## config.mk

```make
export PLATFORM = sky130hd
export DESIGN_NAME = dual_sprite_shifter
export DESIGN_NICKNAME = d
export VERILOG_FILES = /design/src/rtl/sprite_pkg.sv /design/src/rtl/sprite_stages.sv /design/src/rtl/scan_counter.sv /design/src/rtl/bit_picker.sv /design/src/rtl/dual_sprite_shifter.sv
export SDC_FILE = /design/constraint.sdc
export NUM_CORES = 1
export LEC_CHECK = 0
export ABC_CLOCK_PERIOD_IN_PS = 4600
export BUFFER_PORTS_ARGS = -buffer_cell sky130_fd_sc_hd__clkbuf_2
export CELL_PAD_IN_SITES_DETAIL_PLACEMENT = 0
export CELL_PAD_IN_SITES_GLOBAL_PLACEMENT = 1
export CORE_UTILIZATION = 47
export CTS_BUF_LIST = sky130_fd_sc_hd__clkbuf_16
export DETAILED_ROUTE_END_ITERATION = 8
export GPL_ROUTABILITY_DRIVEN = 0
export GPL_TIMING_DRIVEN = 0
export PLACE_DENSITY_LB_ADDON = 0.1
export SYNTH_ARGS = -nofsm -noshare
export SYNTH_HDL_FRONTEND = slang
export SYNTH_SLANG_ARGS = --single-unit
```

## constraint.sdc

```tcl
create_clock -name clk -period 4.6 [get_ports clk]
set_clock_uncertainty 0.1 [all_clocks]
set_input_delay 0.69 -clock clk [delete_from_list [all_inputs] [get_ports clk]]
set_output_delay 0.69 -clock clk [all_outputs]
set_load 0.005 [all_outputs]
```

## src/rtl/sprite_pkg.sv

```systemverilog
package sprite_pkg;
  localparam int SPR_N = 2;

  typedef enum logic {
    SHOW_FRESH = 1'b0,
    SHOW_HELD  = 1'b1
  } stage_pick_e;
endpackage

```

## src/rtl/sprite_stages.sv

```systemverilog
module sprite_stages #(
  parameter int W = 8
) (
  input  logic                              clk,
  input  logic                              rst,
  input  logic                              wr_en,
  input  logic                              wr_sel,
  input  logic [W-1:0]                      wr_data,
  output logic [sprite_pkg::SPR_N-1:0][W-1:0] fresh_q,
  output logic [sprite_pkg::SPR_N-1:0][W-1:0] held_q
);
  for (genvar g = 0; g < sprite_pkg::SPR_N; g++) begin : g_spr
    localparam logic MY_ID = (g == 1);
    localparam int   PEER  = sprite_pkg::SPR_N - 1 - g;
    logic [W-1:0] fresh_r, held_r;

    // own write loads fresh; peer write moves fresh into held
    always_ff @(posedge clk) begin
      if (rst) begin
        fresh_r <= '0;
        held_r  <= '0;
      end else if (wr_en) begin
        if (wr_sel == MY_ID) fresh_r <= wr_data;
        else                 held_r  <= fresh_r;
      end
    end

    assign fresh_q[g] = fresh_r;
    assign held_q[g]  = held_r;
    if (PEER < 0) begin : g_never
    end
  end
endmodule

```

## src/rtl/scan_counter.sv

```systemverilog
module scan_counter #(
  parameter int IDX_W = 3
) (
  input  logic             clk,
  input  logic             rst,
  input  logic             start,
  input  logic             adv,
  output logic [IDX_W-1:0] cnt,
  output logic             active
);
  localparam logic [IDX_W-1:0] LAST = {IDX_W{1'b1}};

  always_ff @(posedge clk) begin
    if (rst) begin
      cnt    <= '0;
      active <= 1'b0;
    end else if (start) begin
      cnt    <= '0;
      active <= 1'b1;
    end else if (adv && active) begin
      if (cnt == LAST) begin
        cnt    <= '0;
        active <= 1'b0;
      end else begin
        cnt <= cnt + 1'b1;
      end
    end
  end
endmodule

```

## src/rtl/bit_picker.sv

```systemverilog
module bit_picker #(
  parameter int W     = 8,
  parameter int IDX_W = 3
) (
  input  logic             clk,
  input  logic             rst,
  input  logic [W-1:0]     gfx,
  input  logic [IDX_W-1:0] cnt,
  input  logic             mirror,
  input  logic             active,
  output logic             pix
);
  logic [IDX_W-1:0] idx;
  logic [W-1:0]     sel;
  logic             pix_d;

  // mirror takes the counter's inverted outputs
  assign idx = mirror ? ~cnt : cnt;

  // index 0 selects the top bit
  for (genvar b = 0; b < W; b++) begin : g_dec
    localparam logic [IDX_W-1:0] HIT = IDX_W'(W - 1 - b);
    assign sel[b] = (idx == HIT);
  end

  assign pix_d = active & (|(sel & gfx));

  always_ff @(posedge clk) begin
    if (rst) pix <= 1'b0;
    else     pix <= pix_d;
  end
endmodule

```

## src/rtl/dual_sprite_shifter.sv

```systemverilog
module dual_sprite_shifter #(
  parameter int GFX_W = 8
) (
  input  logic             clk,
  input  logic             rst,
  input  logic             wr_en,
  input  logic             wr_sel,
  input  logic [GFX_W-1:0] wr_data,
  input  logic [1:0]       delay_sel,
  input  logic [1:0]       mirror,
  input  logic [1:0]       px_en,
  input  logic [1:0]       px_start,
  output logic [1:0]       pix_out
);
  import sprite_pkg::*;
  localparam int IDX_W = $clog2(GFX_W);

  logic [SPR_N-1:0][GFX_W-1:0] stage_new, stage_old, shown;
  logic [SPR_N-1:0][IDX_W-1:0] scan_cnt;
  logic [SPR_N-1:0]            scan_act;

  sprite_stages #(.W(GFX_W)) u_stages (
    .clk(clk), .rst(rst), .wr_en(wr_en), .wr_sel(wr_sel), .wr_data(wr_data),
    .fresh_q(stage_new), .held_q(stage_old)
  );

  for (genvar g = 0; g < SPR_N; g++) begin : g_lane
    assign shown[g] = (stage_pick_e'(delay_sel[g]) == SHOW_HELD) ? stage_old[g] : stage_new[g];

    scan_counter #(.IDX_W(IDX_W)) u_cnt (
      .clk(clk), .rst(rst), .start(px_start[g]), .adv(px_en[g]),
      .cnt(scan_cnt[g]), .active(scan_act[g])
    );

    bit_picker #(.W(GFX_W), .IDX_W(IDX_W)) u_pick (
      .clk(clk), .rst(rst), .gfx(shown[g]), .cnt(scan_cnt[g]),
      .mirror(mirror[g]), .active(scan_act[g]), .pix(pix_out[g])
    );
  end
endmodule

```

==> reports/metrics.cfg <==
[power_and_ir_drop]
power-per-cell-area_nw_per_um2=349.2
power_frac_clock_pct=46.3
design_power_total_mw=0.8501
power_frac_seq_pct=45.1
p_sw_share_pct=22.45
power.leakage_nw=0.9475
total_switching_power_mw=0.1908
cell_internal_pwr_mw=0.6593
power.share.combinational_pct=8.7
max-vdd-ir-drop_v=0.0001714

[clock_network]
worst_setup_hold_path_clk_slew_ns=0.06
clkSinkCount=42
post_cts_setup_repair_buffer_count=0
htree_levels=2
cts_inserted_buffers=5
clock_network_latency_to_the_later_pin_of_the_worst_skew_pair_ns=0.28
tritoncts=done
post_cts.resized_instances=0
cts.hold.buffers_added=0
max-clock-path-buffers=2
root_buffer_cell=sky130_fd_sc_hd__clkbuf_16

[placed_design]
port_buffers=16
final_hpwl_from_detailed_placement_mm=3.255
placed_cells_incl_taps=321
dp_slack_ns=2.450
placed_area_um2=2270

[timing]
slew_headroom_pct=62.90
layout_worst_path_cycle_share_pct=39.67
setup_viol=0
post-route-min-period_ns=1.825
timing.final.ws_setup_ns=2.775
final-hold-violation-count=0
grt_setup_unrepaired=no
report.final.slew_viol_count=0
final.setup.tns_ns=0
fin_hold_ws_ns=0.3537
slew_at_the_pin_closest_to_its_max_slew_limit_ns=0.5565
fmax_mhz=548.0

[critical_path]
path_common_cell=sky130_fd_sc_hd__clkbuf_1
crit_family=buffers and inverters
critical-path-slowest-cell=sky130_fd_sc_hd__clkbuf_1
crit_path_cell_trace=clkbuf_2 -> nor2b_1 -> clkbuf_1 -> clkbuf_1 -> nand2_1 -> a21oi_1
max_stage_delay_ns=0.45
critical_path_arrival_ns=1.94
cp.required_ns=4.71
worstSetupEndpointType=register
cp_max_fo=10
critical_path_buf_inv_count=3
critical_path.startpoint=wr_en
critical_path_class=in -> reg
timing.critical_path.from_type=input port
regToRegStartpoint=g_lane[0].u_cnt.cnt[1]

[yosys]
synth_top_area_share_pct=39.58
synth_enable_flop_cells=0
async_reset_ff_share_pct=0
ys.warnings.count=0
synth.top_cells.by_area=sky130_fd_sc_hd__dfxtp_1 40%, sky130_fd_sc_hd__nand2_1 13%, sky130_fd_sc_hd__a21oi_1 10%, sky130_fd_sc_hd__mux2i_1 5.2%, sky130_fd_sc_hd__mux4_1 3.7%
syn_area_per_cell_um2=8.397
syn-num-nets=277
library_cell_with_the_largest_summed_area_after_synthesis=sky130_fd_sc_hd__dfxtp_1
gate_count_after_technology_mapping=253
synth.yosys.seq_area_share_pct=39.58
ys_seq_elements=42
synth_cell_types=37
synth_ff_type=sky130_fd_sc_hd__dfxtp_1
syn_area_um2=2125

[die]
initial_core_utilization_pct=48.79
core_region_um2=4354
ios=22
row_count=24
dieWidth_um=69.24
dieArea_um2=4793
die-height_um=69.24

[detailed_routing]
final_antenna_net_count=0
detailedRoute.firstIterationViolations=59
drt_pass1_iterations=4
via_density=5.398
vias=1776
detail_route.wirelength_mm=4.579
routed_wire_length_per_instance_um=13.92
drc_errors=0

[worst_hold_path]
hold_path.startpoint=u_stages.g_spr[1].held_r[0]
min-delay-path-class=reg -> reg

[finish]
post_layout_nonfiller_instances=329
final_design_area_no_fill_um2=2435
area.growth.synth_to_final_pct=14.61
finish.utilization_pct=55.92
n_antenna_cell=0
num-nets-final=300
layout-drive-gt1-share_pct=15.52
layout.filler_cells=428

[global_routing]
grt_use_total_pct=20.85
grt_first_pass_wirelength_mm=7.893
grt_remaining_overflow=0
grt_antenna_before_repair=0
vias_in_the_first_global_route=1698
grt_start_max_net_pins=14

[job]
maxCapViolCount=0

[run_status]
status=complete, no violations

==> path summary, 6_finish.rpt <==
kind | endpoint | slack [ns] | cells past startpoint
setup / recovery | u_stages.g_spr[0].fresh_r[4] | 2.78 | 6
hold reg to reg | u_stages.g_spr[1].held_r[0] | 0.35 | 2
hold / removal | u_stages.g_spr[1].held_r[0] | 0.35 | 2
setup reg to reg | g_lane[0].u_pick.pix | 2.90 | 5
==> area by class of cell <==
cell class | count | area, µm² | area share [%]
Sequential cell | 42 | 840.8 | 34.53
Clock buffer | 5 | 125.1 | 5.139
Multi-Input combinational cell | 184 | 1142 | 46.92
Clock inverter | 3 | 40.04 | 1.644
Timing Repair Buffer | 16 | 80.08 | 3.289
Buffer | 22 | 122.6 | 5.036
Inverter | 5 | 18.77 | 0.7708
Tap cell | 52 | 65.06 | 2.672
==> synthesized netlist by cell type (all sizes together) (3+ instances only) <==
master / instances
nand2: 72
a21oi: 43
dfxtp: 42
clkbuf: 13
mux2i: 11
nor3: 11
buf: 9
mux4: 6
nand2b: 6
inv: 5
ha: 4
xor2: 4
nand3b: 3
or3b: 3
==> tightest hold or removal path: cells and delay by family, from the launching register on <==
kind / cells / cell delay [ns]
flip-flops: 1 / 0.31
AND/OR/NAND/NOR: 1 / 0.05
AO/OA/AOI/OAI: 1 / 0.05
==> registers in the layout (all words and copies together) (netlist names) <==
register / flops
g_lane.u_cnt.active: 2
u_stages.g_spr.held_r: 16
g_lane.u_cnt.cnt: 6
u_stages.g_spr.fresh_r: 16
g_lane.u_pick.pix: 2
==> power groups by stage <==
| stage | clock (mW) | sequential (mW) | combinational, mW |
|---|---|---|---|
| floorplan | 0 | 0.388 | 0.0517 |
| detailed placement | 0 | 0.391 | 0.0741 |
| global route | 0.419 | 0.384 | 0.0817 |
| CTS | 0.401 | 0.383 | 0.0743 |
| global placement | 0 | 0.391 | 0.0737 |
| finish | 0.393 | 0.383 | 0.0737 |
==> metal layers <==
metal | global-route usage [%] | vias up | share of wire, %
li1 | - | 913 | -
met1 | 27.80 | 837 | 51
met2 | 33.44 | 20 | 45
met4 | 6.122 | 0 | 1.1
met5 | 0 | - | 0
met3 | 5.233 | 6 | 2.6
==> placed cells by master (no fill, tap or decap), types with 2 or more instances in the layout <==
master,n
sky130_fd_sc_hd__clkbuf_16,5
sky130_fd_sc_hd__and2_1,2
sky130_fd_sc_hd__mux4_2,3
sky130_fd_sc_hd__ha_1,4
sky130_fd_sc_hd__xor2_1,3
sky130_fd_sc_hd__buf_6,3
sky130_fd_sc_hd__dfxtp_1,42
sky130_fd_sc_hd__or3b_2,2
sky130_fd_sc_hd__nand2b_1,6
sky130_fd_sc_hd__clkinv_2,2
sky130_fd_sc_hd__buf_4,4
sky130_fd_sc_hd__nor2b_1,2
sky130_fd_sc_hd__buf_2,2
sky130_fd_sc_hd__a21oi_1,43
sky130_fd_sc_hd__nor2_1,2
sky130_fd_sc_hd__nand3b_1,3
sky130_fd_sc_hd__mux2i_1,11
sky130_fd_sc_hd__inv_1,5
sky130_fd_sc_hd__nor3_1,11
sky130_fd_sc_hd__nand2_1,72
sky130_fd_sc_hd__clkbuf_2,16
sky130_fd_sc_hd__clkbuf_1,13
sky130_fd_sc_hd__mux4_1,3
==> logic make-up after synthesis <==
kind of cell | after synthesis | share of synthesized area, %
mux | 18 | 12.60
compound gates | 53 | 14.66
xor+xnor | 5 | 2.415
flops | 42 | 39.58
buf+inv | 27 | 6.655
simple gates | 104 | 21.73
fa+ha+maj | 4 | 2.356
(Power assumes the default switching activity.)
